<file path="src/rtl/softmute_pkg.sv">
package softmute_pkg;

  // Raised-cosine gain entry for index i of an n-entry ramp, unsigned with
  // frac fractional bits; entry 0 is zero, entry n-1 is exactly 1.0.
  function automatic int cos_coef(input int i, input int n, input int frac);
    real x;
    real term;
    real sum;
    x = 3.14159265358979323846 * real'(i) / real'(n - 1);
    term = 1.0;
    sum = 1.0;
    for (int k = 1; k <= 24; k++) begin
      term = -term * x * x / (real'(2 * k - 1) * real'(2 * k));
      sum = sum + term;
    end
    return $rtoi(real'(1 << frac) * (1.0 - sum) / 2.0 + 0.5);
  endfunction

endpackage

</file>
<file path="src/rtl/softmute_rom.sv">
module softmute_rom #(
  parameter int STEPS  = 32,
  parameter int FRAC   = 15,
  parameter int COEF_W = FRAC + 1,
  parameter int IDX_W  = $clog2(STEPS)
) (
  input  logic              clk,
  input  logic              rd_en,
  input  logic [IDX_W-1:0]  rd_idx,
  output logic [COEF_W-1:0] rd_coef
);
  import softmute_pkg::*;

  logic [COEF_W-1:0] table_mem [STEPS];

  for (genvar g = 0; g < STEPS; g++) begin : g_entry
    localparam logic [COEF_W-1:0] ENTRY = COEF_W'(cos_coef(g, STEPS, FRAC));
    assign table_mem[g] = ENTRY;
  end

  // registered read, block-RAM style
  always_ff @(posedge clk) begin
    if (rd_en) rd_coef <= table_mem[rd_idx];
  end

endmodule

</file>
<file path="src/rtl/softmute_ramp.sv">
module softmute_ramp #(
  parameter int STEPS = 32,
  parameter int HOLD  = 31,
  parameter int IDX_W = $clog2(STEPS),
  parameter int CNT_W = $clog2(HOLD)
) (
  input  logic             clk,
  input  logic             rst,
  input  logic             step,
  input  logic             mute_req,
  output logic [IDX_W-1:0] idx
);
  localparam logic [IDX_W-1:0] TOP_IDX  = IDX_W'(STEPS - 1);
  localparam logic [CNT_W-1:0] LAST_CNT = CNT_W'(HOLD - 1);

  logic [CNT_W-1:0] hold_cnt;
  logic             mute_prev;
  logic             at_target;

  always_comb at_target = mute_req ? (idx == '0) : (idx == TOP_IDX);

  always_ff @(posedge clk) begin
    if (rst) begin
      idx       <= TOP_IDX;
      hold_cnt  <= '0;
      mute_prev <= 1'b0;
    end else if (step) begin
      mute_prev <= mute_req;
      if (at_target) begin
        hold_cnt <= '0;
      end else if (mute_req != mute_prev) begin
        hold_cnt <= CNT_W'(1);
      end else if (hold_cnt == LAST_CNT) begin
        hold_cnt <= '0;
        idx      <= mute_req ? idx - 1'b1 : idx + 1'b1;
      end else begin
        hold_cnt <= hold_cnt + 1'b1;
      end
    end
  end

endmodule

</file>
<file path="src/rtl/softmute_scale.sv">
module softmute_scale #(
  parameter int DATA_W = 20,
  parameter int FRAC   = 15,
  parameter int COEF_W = FRAC + 1,
  parameter int CUT_SH = 2
) (
  input  logic                     clk,
  input  logic                     rst,
  input  logic                     en,
  input  logic signed [DATA_W-1:0] sample,
  input  logic [COEF_W-1:0]        coef,
  input  logic                     cut,
  output logic signed [DATA_W-1:0] result
);
  localparam int PROD_W = DATA_W + COEF_W + 1;
  localparam int SH_N   = FRAC;
  localparam int SH_C   = FRAC + CUT_SH;
  localparam logic signed [PROD_W-1:0] HALF_N = PROD_W'(1) <<< (SH_N - 1);
  localparam logic signed [PROD_W-1:0] HALF_C = PROD_W'(1) <<< (SH_C - 1);
  localparam logic signed [PROD_W-1:0] MAXV   = (PROD_W'(1) <<< (DATA_W - 1)) - 1;
  localparam logic signed [PROD_W-1:0] MINV   = -(PROD_W'(1) <<< (DATA_W - 1));

  logic signed [PROD_W-1:0] prod;
  logic signed [PROD_W-1:0] biased;
  logic signed [PROD_W-1:0] shifted;
  logic signed [DATA_W-1:0] clamped;

  always_comb begin
    prod    = sample * $signed({1'b0, coef});
    biased  = prod + (cut ? HALF_C : HALF_N);
    shifted = cut ? (biased >>> SH_C) : (biased >>> SH_N);
    if (shifted > MAXV)      clamped = MAXV[DATA_W-1:0];
    else if (shifted < MINV) clamped = MINV[DATA_W-1:0];
    else                     clamped = shifted[DATA_W-1:0];
  end

  always_ff @(posedge clk) begin
    if (rst)     result <= '0;
    else if (en) result <= clamped;
  end

endmodule

</file>
<file path="src/rtl/softmute_gain.sv">
module softmute_gain #(
  parameter int DATA_W = 20,
  parameter int FRAC   = 15,
  parameter int STEPS  = 32,
  parameter int HOLD   = 31,
  parameter int CUT_SH = 2
) (
  input  logic              clk,
  input  logic              rst,
  input  logic              in_valid,
  input  logic [DATA_W-1:0] in_left,
  input  logic [DATA_W-1:0] in_right,
  input  logic              mute_n,
  input  logic              atten_n,
  output logic              out_valid,
  output logic [DATA_W-1:0] out_left,
  output logic [DATA_W-1:0] out_right
);
  localparam int COEF_W = FRAC + 1;
  localparam int IDX_W  = $clog2(STEPS);
  localparam int CNT_W  = $clog2(HOLD);
  localparam int NCH    = 2;

  logic [IDX_W-1:0]  ramp_idx;
  logic [COEF_W-1:0] s1_coef;
  logic              s1_valid;
  logic              s1_cut;
  logic [DATA_W-1:0] s1_data  [NCH];
  logic [DATA_W-1:0] ch_in    [NCH];
  logic [DATA_W-1:0] ch_out   [NCH];

  assign ch_in[0] = in_left;
  assign ch_in[1] = in_right;

  softmute_ramp #(
    .STEPS(STEPS), .HOLD(HOLD), .IDX_W(IDX_W), .CNT_W(CNT_W)
  ) ramp_i (
    .clk(clk), .rst(rst), .step(in_valid), .mute_req(~mute_n), .idx(ramp_idx)
  );

  softmute_rom #(
    .STEPS(STEPS), .FRAC(FRAC), .COEF_W(COEF_W), .IDX_W(IDX_W)
  ) rom_i (
    .clk(clk), .rd_en(in_valid), .rd_idx(ramp_idx), .rd_coef(s1_coef)
  );

  always_ff @(posedge clk) begin
    if (rst) begin
      s1_valid  <= 1'b0;
      s1_cut    <= 1'b0;
      out_valid <= 1'b0;
    end else begin
      s1_valid  <= in_valid;
      out_valid <= s1_valid;
      if (in_valid) s1_cut <= ~atten_n;
    end
  end

  for (genvar c = 0; c < NCH; c++) begin : g_ch
    always_ff @(posedge clk) begin
      if (in_valid) s1_data[c] <= ch_in[c];
    end

    softmute_scale #(
      .DATA_W(DATA_W), .FRAC(FRAC), .COEF_W(COEF_W), .CUT_SH(CUT_SH)
    ) scale_i (
      .clk(clk), .rst(rst), .en(s1_valid), .sample(s1_data[c]),
      .coef(s1_coef), .cut(s1_cut), .result(ch_out[c])
    );
  end

  assign out_left  = ch_out[0];
  assign out_right = ch_out[1];

endmodule

</file>
<file path="config.mk">
export PLATFORM = sky130hd
export DESIGN_NAME = softmute_gain
export DESIGN_NICKNAME = d
export VERILOG_FILES = /design/src/rtl/softmute_pkg.sv /design/src/rtl/softmute_rom.sv /design/src/rtl/softmute_ramp.sv /design/src/rtl/softmute_scale.sv /design/src/rtl/softmute_gain.sv
export SDC_FILE = /design/constraint.sdc
export NUM_CORES = 2
export LEC_CHECK = 0
export ABC_AREA = 1
export CAP_MARGIN = 0
export CELL_PAD_IN_SITES_DETAIL_PLACEMENT = 0
export CELL_PAD_IN_SITES_GLOBAL_PLACEMENT = 1
export CORE_ASPECT_RATIO = 0.8
export CORE_MARGIN = 1.5
export CORE_UTILIZATION = 49
export CTS_CLUSTER_SIZE = 20
export DETAILED_ROUTE_END_ITERATION = 12
export PLACE_DENSITY = 0.9
export SYNTH_ARGS = -nofsm -noshare
export SYNTH_HDL_FRONTEND = slang
export SYNTH_SLANG_ARGS = --single-unit
</file>
<file path="constraint.sdc">
create_clock -name clk -period 7.98 [get_ports clk]
set_clock_uncertainty 0.15 [all_clocks]
set_input_delay 1.596 -clock clk [delete_from_list [all_inputs] [get_ports clk]]
set_output_delay 1.596 -clock clk [all_outputs]
set_load 0.02 [all_outputs]
</file>
# --- Word-level counts from Yosys, hierarchy flattened ---
# Memory sizes are Yosys's and may differ from the RTL's. A register that Yosys moved wholly into a read port is not among the register bits.
# Cells that the tools add are included.
totals:
  mem_bits_rw: 40
  out_inout_bits: 41
  regBits: 54
  elab_cells: 45
  mem_bits_ro: 512
  mem_count: 2
classes:
  muxes: 14
  n_eq_ne: 3
  n_addsub: 5
  order_cmp: 4
  n_bitwise: 5
  n_reduce_logical: 2
  n_mul: 2
mem_list:
  columns: ["name", "depth", "word_bits", "rd", "rd_clocked_by_memory_dff", "write_ports", "line", "source"]
  rows:
  - ["(name not given)", 32, 16, 1, 1, 0, "softmute_rom.sv:23", "if (rd_en) rd_coef <= table_mem[rd_idx];"]
  - ["s1_data", 2, 20, 2, 0, 2, "softmute_gain.sv:28", "logic [DATA_W-1:0] s1_data [NCH];"]
ops:
  columns: ["op", "n"]
  rows:
  - ["$mux 20", 4]
  - ["$add 37x18->37", 2]
  - ["$mul 20x17->37", 2]
  - ["$gt 22x20->1 const B", 2]
  - ["$lt 22x20->1 const B", 2]
  - ["$mux 21", 2]
  - ["$mux 5", 4]
  - ["$mux 17", 1]
  - ["$add 5x1->5 const B", 2]
  - ["$eq 5x5->1 const B", 2]
  - ["$not 5->6", 1]
  - ["$logic_not 5->1", 1]
  - ["$sub 5x1->5 const B", 1]
  - ["$not 1->1", 4]
  - ["$reduce_and 4->1", 1]
  - ["$mux 1", 3]
  - ["$ne 1x1->1", 1]

# --- Depth between registers and ports, before layout ---
# An unclocked memory read counts as a cell.
logic_depth:
  ltp_word: 7
  mapped_depth: 32

# --- Cells and area by module ---
# From an unflattened synthesis, not the netlist that was laid out.
hier_totals:
  hier_cells: 4225
  hier_area_um2: 31980.7
modules_own_cells:
  columns: ["module", "n_inst", "seq_area_each_um2", "area_each_um2", "cells_per_inst"]
  rows:
  - ["softmute_scale (g_ch[1].scale_i)", 1, 400.4, 14327.5, 1937]
  - ["softmute_scale (g_ch[0].scale_i)", 1, 400.4, 14312.5, 1945]
  - ["softmute_gain", 1, 1261.2, 1300.0, 53]
  - ["softmute_rom", 1, 480.5, 1257.5, 174]
  - ["softmute_ramp", 1, 220.2, 783.3, 116]

# --- Least setup slack after synthesis ---
# No wires, ideal clock.
synth_path:
  path_type: "register to register"
  start: "memory s1_data[0][19]"
  end: "register g_ch[0].scale_i.result[0]"
  setup_ps: 119
  path_stages_with_launch: 26
  t_required_ps: 7711
  setup_slack_ps: 1632
  arrival_ps: 6079
  path_buffers: 3
  period_less_slack_ps: 6348
  cell_sequence: "edfxtp_1 clkbuf_1 clkbuf_1 nand2_1 fa_1 fa_1 inv_1 fa_1 fa_1 fa_1 inv_1 fa_1 inv_1 ha_1 a21oi_1 a21boi_0 o21ai_0 inv_1 nor2_1 nor2_1 nand2_1 nand2_1 nand2_2 a21oi_4 buf_6 a21oi_1"
synth_rtl:
  columns: ["element", "line", "source"]
  rows:
  - ["start: declaration", "softmute_gain.sv:28", null]
  - ["end signal: assignment", "softmute_scale.sv:39", "else if (en) result <= clamped;"]
  - ["end: declaration", "softmute_scale.sv:13", "output logic signed [DATA_W-1:0] result"]

==> impl_results.md <==
* CP startpoint kind: flip-flop
* Drc violations at 0
* Kind of end point of the critical path: flip-flop
* Vias per cell at 5.00
* Initial core utilization at 50.0%
* Post-Synth Simple-Gate Area at 16.9%
* Syn avg cell area at approximately 7.6 sq um
* WHS Path Cells at 2
* Postcts setup bufs at 0
* Cell Rows at between 80 and 90
* RR Startpoint: s1_data[0][19]$_DFFE_PP_
* Slew Limit Fails at 0
* Overall via count from detail_route at between 20,000 and 25,000
* Multiplexer share of the synthesized area at 0%
* Vias in the first global route at ~26,000
* GRT overflow at 0
* Synthesized Nets at between 5,000 and 6,000
* Core area at between 60,000 and 70,000 sq um
* Slew HR at between 20% and 30%
* Sequential share of the synthesized area at roughly 9%
* Hold endpoint: g_ch[1].scale_i.result[19]$_SDFFE_PP0P_
* Initial antenna violation count at 0
* Height of the die at around 230 um
* Clock sink count at 110
* Crit path max fanout at 19
* Post-cts sizing count at 0
* XOR/XNOR Fraction of Synth Area at less than 1%
* Post-Synth Adder-Cell Area at between 40% and 50%
* Post-Syn Area at around 32,000 sq um
* IO Port Bufs at between 80 and 90
* TritonCTS buffer count at 9
* Pin count of the biggest net entering global routing at 47
* Gpl congestion at between 0.9 and 1
* RSZ-0062 raised after global routing: false
* CTS root buffer: clkbuf_16
* Endpoints failing hold at 0
* R2R depth at 22
* First-pass detailed-route iteration total at 6
* DRT iter0 DRCs at 2,144
* Final wirelength at 82.2 mm
* Area growth, synth to finish at 5.91%
* Setup TNS at 0 ns
* Largest family of logic cells by synthesized area: adder cells
* Hold-fix buffers at CTS at 0
* CTS tree: done
* Yosys reg bits at 110
* Num ports at between 80 and 90
* Synth warn at 0
* Fin crit share at 91.4%
* Compound-Gate Fraction of Synth Area at around 5.3%
* Clock transition at path regs at roughly 0.1 ns
* # setup viols final at 0
* Crit path DAT at 7.42 ns
* Total GRT Usage at 26.8%
* Setup CP Type: reg -> reg
* Worst-margin pin slew at ~1.1 ns
* R2R setup slack at 0.68 ns
* Critical Path RT at 8.11 ns
* Antenna diode instance count at 0
* Hold path start: g_ch[1].scale_i.result[19]$_SDFFE_PP0P_
* H-tree Lvls at 3
* Fmax at about 0.14 GHz
* First-pass GRT wire length at approximately 140 mm
* Layout cells sized above 1 at 2.44%
* Detailed Place HPWL at just under 70 mm
* Routed Antenna Nets at 0
* Library cells used by synthesis at 45
* RR Endpoint: g_ch[0].scale_i.result[2]$_SDFFE_PP0P_
* Later-pin clock latency in the skew report at between 0.4 and 0.5 ns
* DIE AREA at ~66,000 sq um
* Outcome: finished, final reports clean
* Hold Crit Class: reg -> reg
* Final net count at approximately 5,000
* WL/cell at roughly 16 um
* Max_cap viols at 0
* Maximum clock path buffer count at 2
* Post-Synthesis Cells at around 4,200
* Horiz. Die Dim at 287 um
* Post-route minimum period at between 7 and 8 ns
worst max-delay path by stage:
stage | from | end | depth (start not counted)
6_report | s1_data[0][19]$_DFFE_PP_ | g_ch[0].scale_i.result[2]$_SDFFE_PP0P_ | 22
5_1_grt | s1_data[0][19]$_DFFE_PP_ | g_ch[0].scale_i.result[7]$_SDFFE_PP0P_ | 22
4_1_cts | s1_data[0][19]$_DFFE_PP_ | g_ch[0].scale_i.result[2]$_SDFFE_PP0P_ | 22
3_5_place_dp | s1_data[0][19]$_DFFE_PP_ | g_ch[0].scale_i.result[4]$_SDFFE_PP0P_ | 22
3_3_place_gp | s1_data[0][19]$_DFFE_PP_ | g_ch[0].scale_i.result[13]$_SDFFE_PP0P_ | 22
2_1_floorplan | s1_data[0][19]$_DFFE_PP_ | g_ch[0].scale_i.result[0]$_SDFFE_PP0P_ | 25
flip-flops by register name (all words and copies together) (netlist names):
| signal | cells |
|---|---|
| g_ch.scale_i.result | 40 |
| s1_data | 40 |
| rom_i.rd_coef | 16 |
| ramp_i.hold_cnt | 5 |
| ramp_i.idx | 5 |
| out_valid | 1 |
| ramp_i.mute_prev | 1 |
| s1_cut | 1 |
| s1_valid | 1 |
layout make-up:
type / count / area [sq um]
Clock inverter: 7 / 86.3
Inverter: 1374 / 5160
Clock buffer: 9 / 225
Fill cell: 6132 / 29700
Tap cell: 840 / 1050
Multi-Input combinational cell: 2519 / 22900
Timing Repair Buffer: 123 / 1170
Sequential cell: 110 / 2760
layer usage:
metal / part of all wire, % / vias up / GRT usage (%)
met4: 2.0 / 0 / 5.59
met3: 7.9 / 82 / 4.46
met2: 44 / 863 / 41.7
met5: 0 / - / 0
met1: 46 / 12234 / 39.4
li1: - / 11739 / -
cell families (layout without fill, tap and decap cells):
kind of cell,Yosys count,after routing
compound gates,297,297
xor+xnor,23,23
fa+ha+maj,870,870
buf+inv,1545,1513
flops,110,110
simple gates,1329,1329
synthesized netlist by cell type (all sizes together):
library cell / number / area share [%]
fa: 643 / 41
nand3: 123 / 2.0
and2: 1 / 0.020
a21boi: 6 / 0.14
dfxtp: 54 / 3.4
buf: 16 / 0.29
nand2: 1004 / 12
o21bai: 14 / 0.33
o21ai: 112 / 1.8
edfxtp: 56 / 5.3
o211ai: 3 / 0.071
nand4: 13 / 0.26
o21a: 4 / 0.095
a32oi: 1 / 0.028
inv: 1374 / 16
o31ai: 2 / 0.048
a31oi: 8 / 0.16
a221o: 1 / 0.032
o311ai: 2 / 0.056
nand3b: 7 / 0.17
nor4: 3 / 0.060
or2: 13 / 0.26
o22ai: 2 / 0.040
nand2b: 1 / 0.020
a211oi: 5 / 0.12
nor3b: 2 / 0.048
nor3: 22 / 0.37
a21oi: 129 / 2.2
o221ai: 1 / 0.028
a21o: 7 / 0.17
nor2: 140 / 1.7
xnor2: 9 / 0.25
ha: 227 / 9.0
xor2: 14 / 0.39
clkbuf: 155 / 1.8
through the flow:
| stage | instances | utilization (%) | setup WS, ns | area, sq um | hold slack (ns) |
|---|---|---|---|---|---|
| detailed placement | 4966 | 52.4 | 0.788 | 33100 | 0.330 |
| global route | 4982 | 52.9 | 0.259 | 33400 | 0.397 |
| floorplan | 4174 | - | 1.63 | 31500 | 0.344 |
| CTS | 4982 | 52.9 | 0.753 | 33400 | 0.353 |
| finish | 4982 | 52.9 | 0.684 | 33400 | 0.356 |
| global placement | 4966 | 52.4 | 0.845 | 33100 | 0.328 |
cells in the final DEF, fill, tap and decap left out, types with 3 or more instances in the layout:
cell type and count:
dfxtp_1 54, a21boi_0 6, clkdlybuf4s50_1 84, nor3_1 21, or2_2 13, inv_1 1370, o211ai_1 3, nand3b_1 7
buf_12 3, a31oi_1 8, nor2_1 138, a21oi_2 10, o21ai_0 111, o21a_1 4, nand4_1 13, a21oi_1 117
clkbuf_16 9, a211oi_1 5, nand2_2 12, buf_4 36, nand2_1 992, xnor2_1 9, xor2_1 14, a21o_1 7
ha_1 227, nor4_1 3, edfxtp_1 56, inv_2 4, nand3_1 121, o21bai_1 14, fa_1 643
critical path, cell delays in order, from the launching register on:
cell	delay, ns
edfxtp_1	0.83
nand2_1	0.27
fa_1	0.79
fa_1	0.56
inv_1	0.29
fa_1	0.50
fa_1	0.51
fa_1	0.49
inv_1	0.05
fa_1	0.48
inv_1	0.04
ha_1	0.34
a21oi_1	0.22
a21boi_0	0.29
o21ai_0	0.14
inv_1	0.12
nor2_1	0.06
nor2_1	0.17
nand2_1	0.10
nand2_1	0.08
nand2_2	0.09
a21oi_4	0.45
a21oi_1	0.14
Power is not shown: default switching activity piles up to over one toggle a cycle in this logic, so the estimate is an artifact.
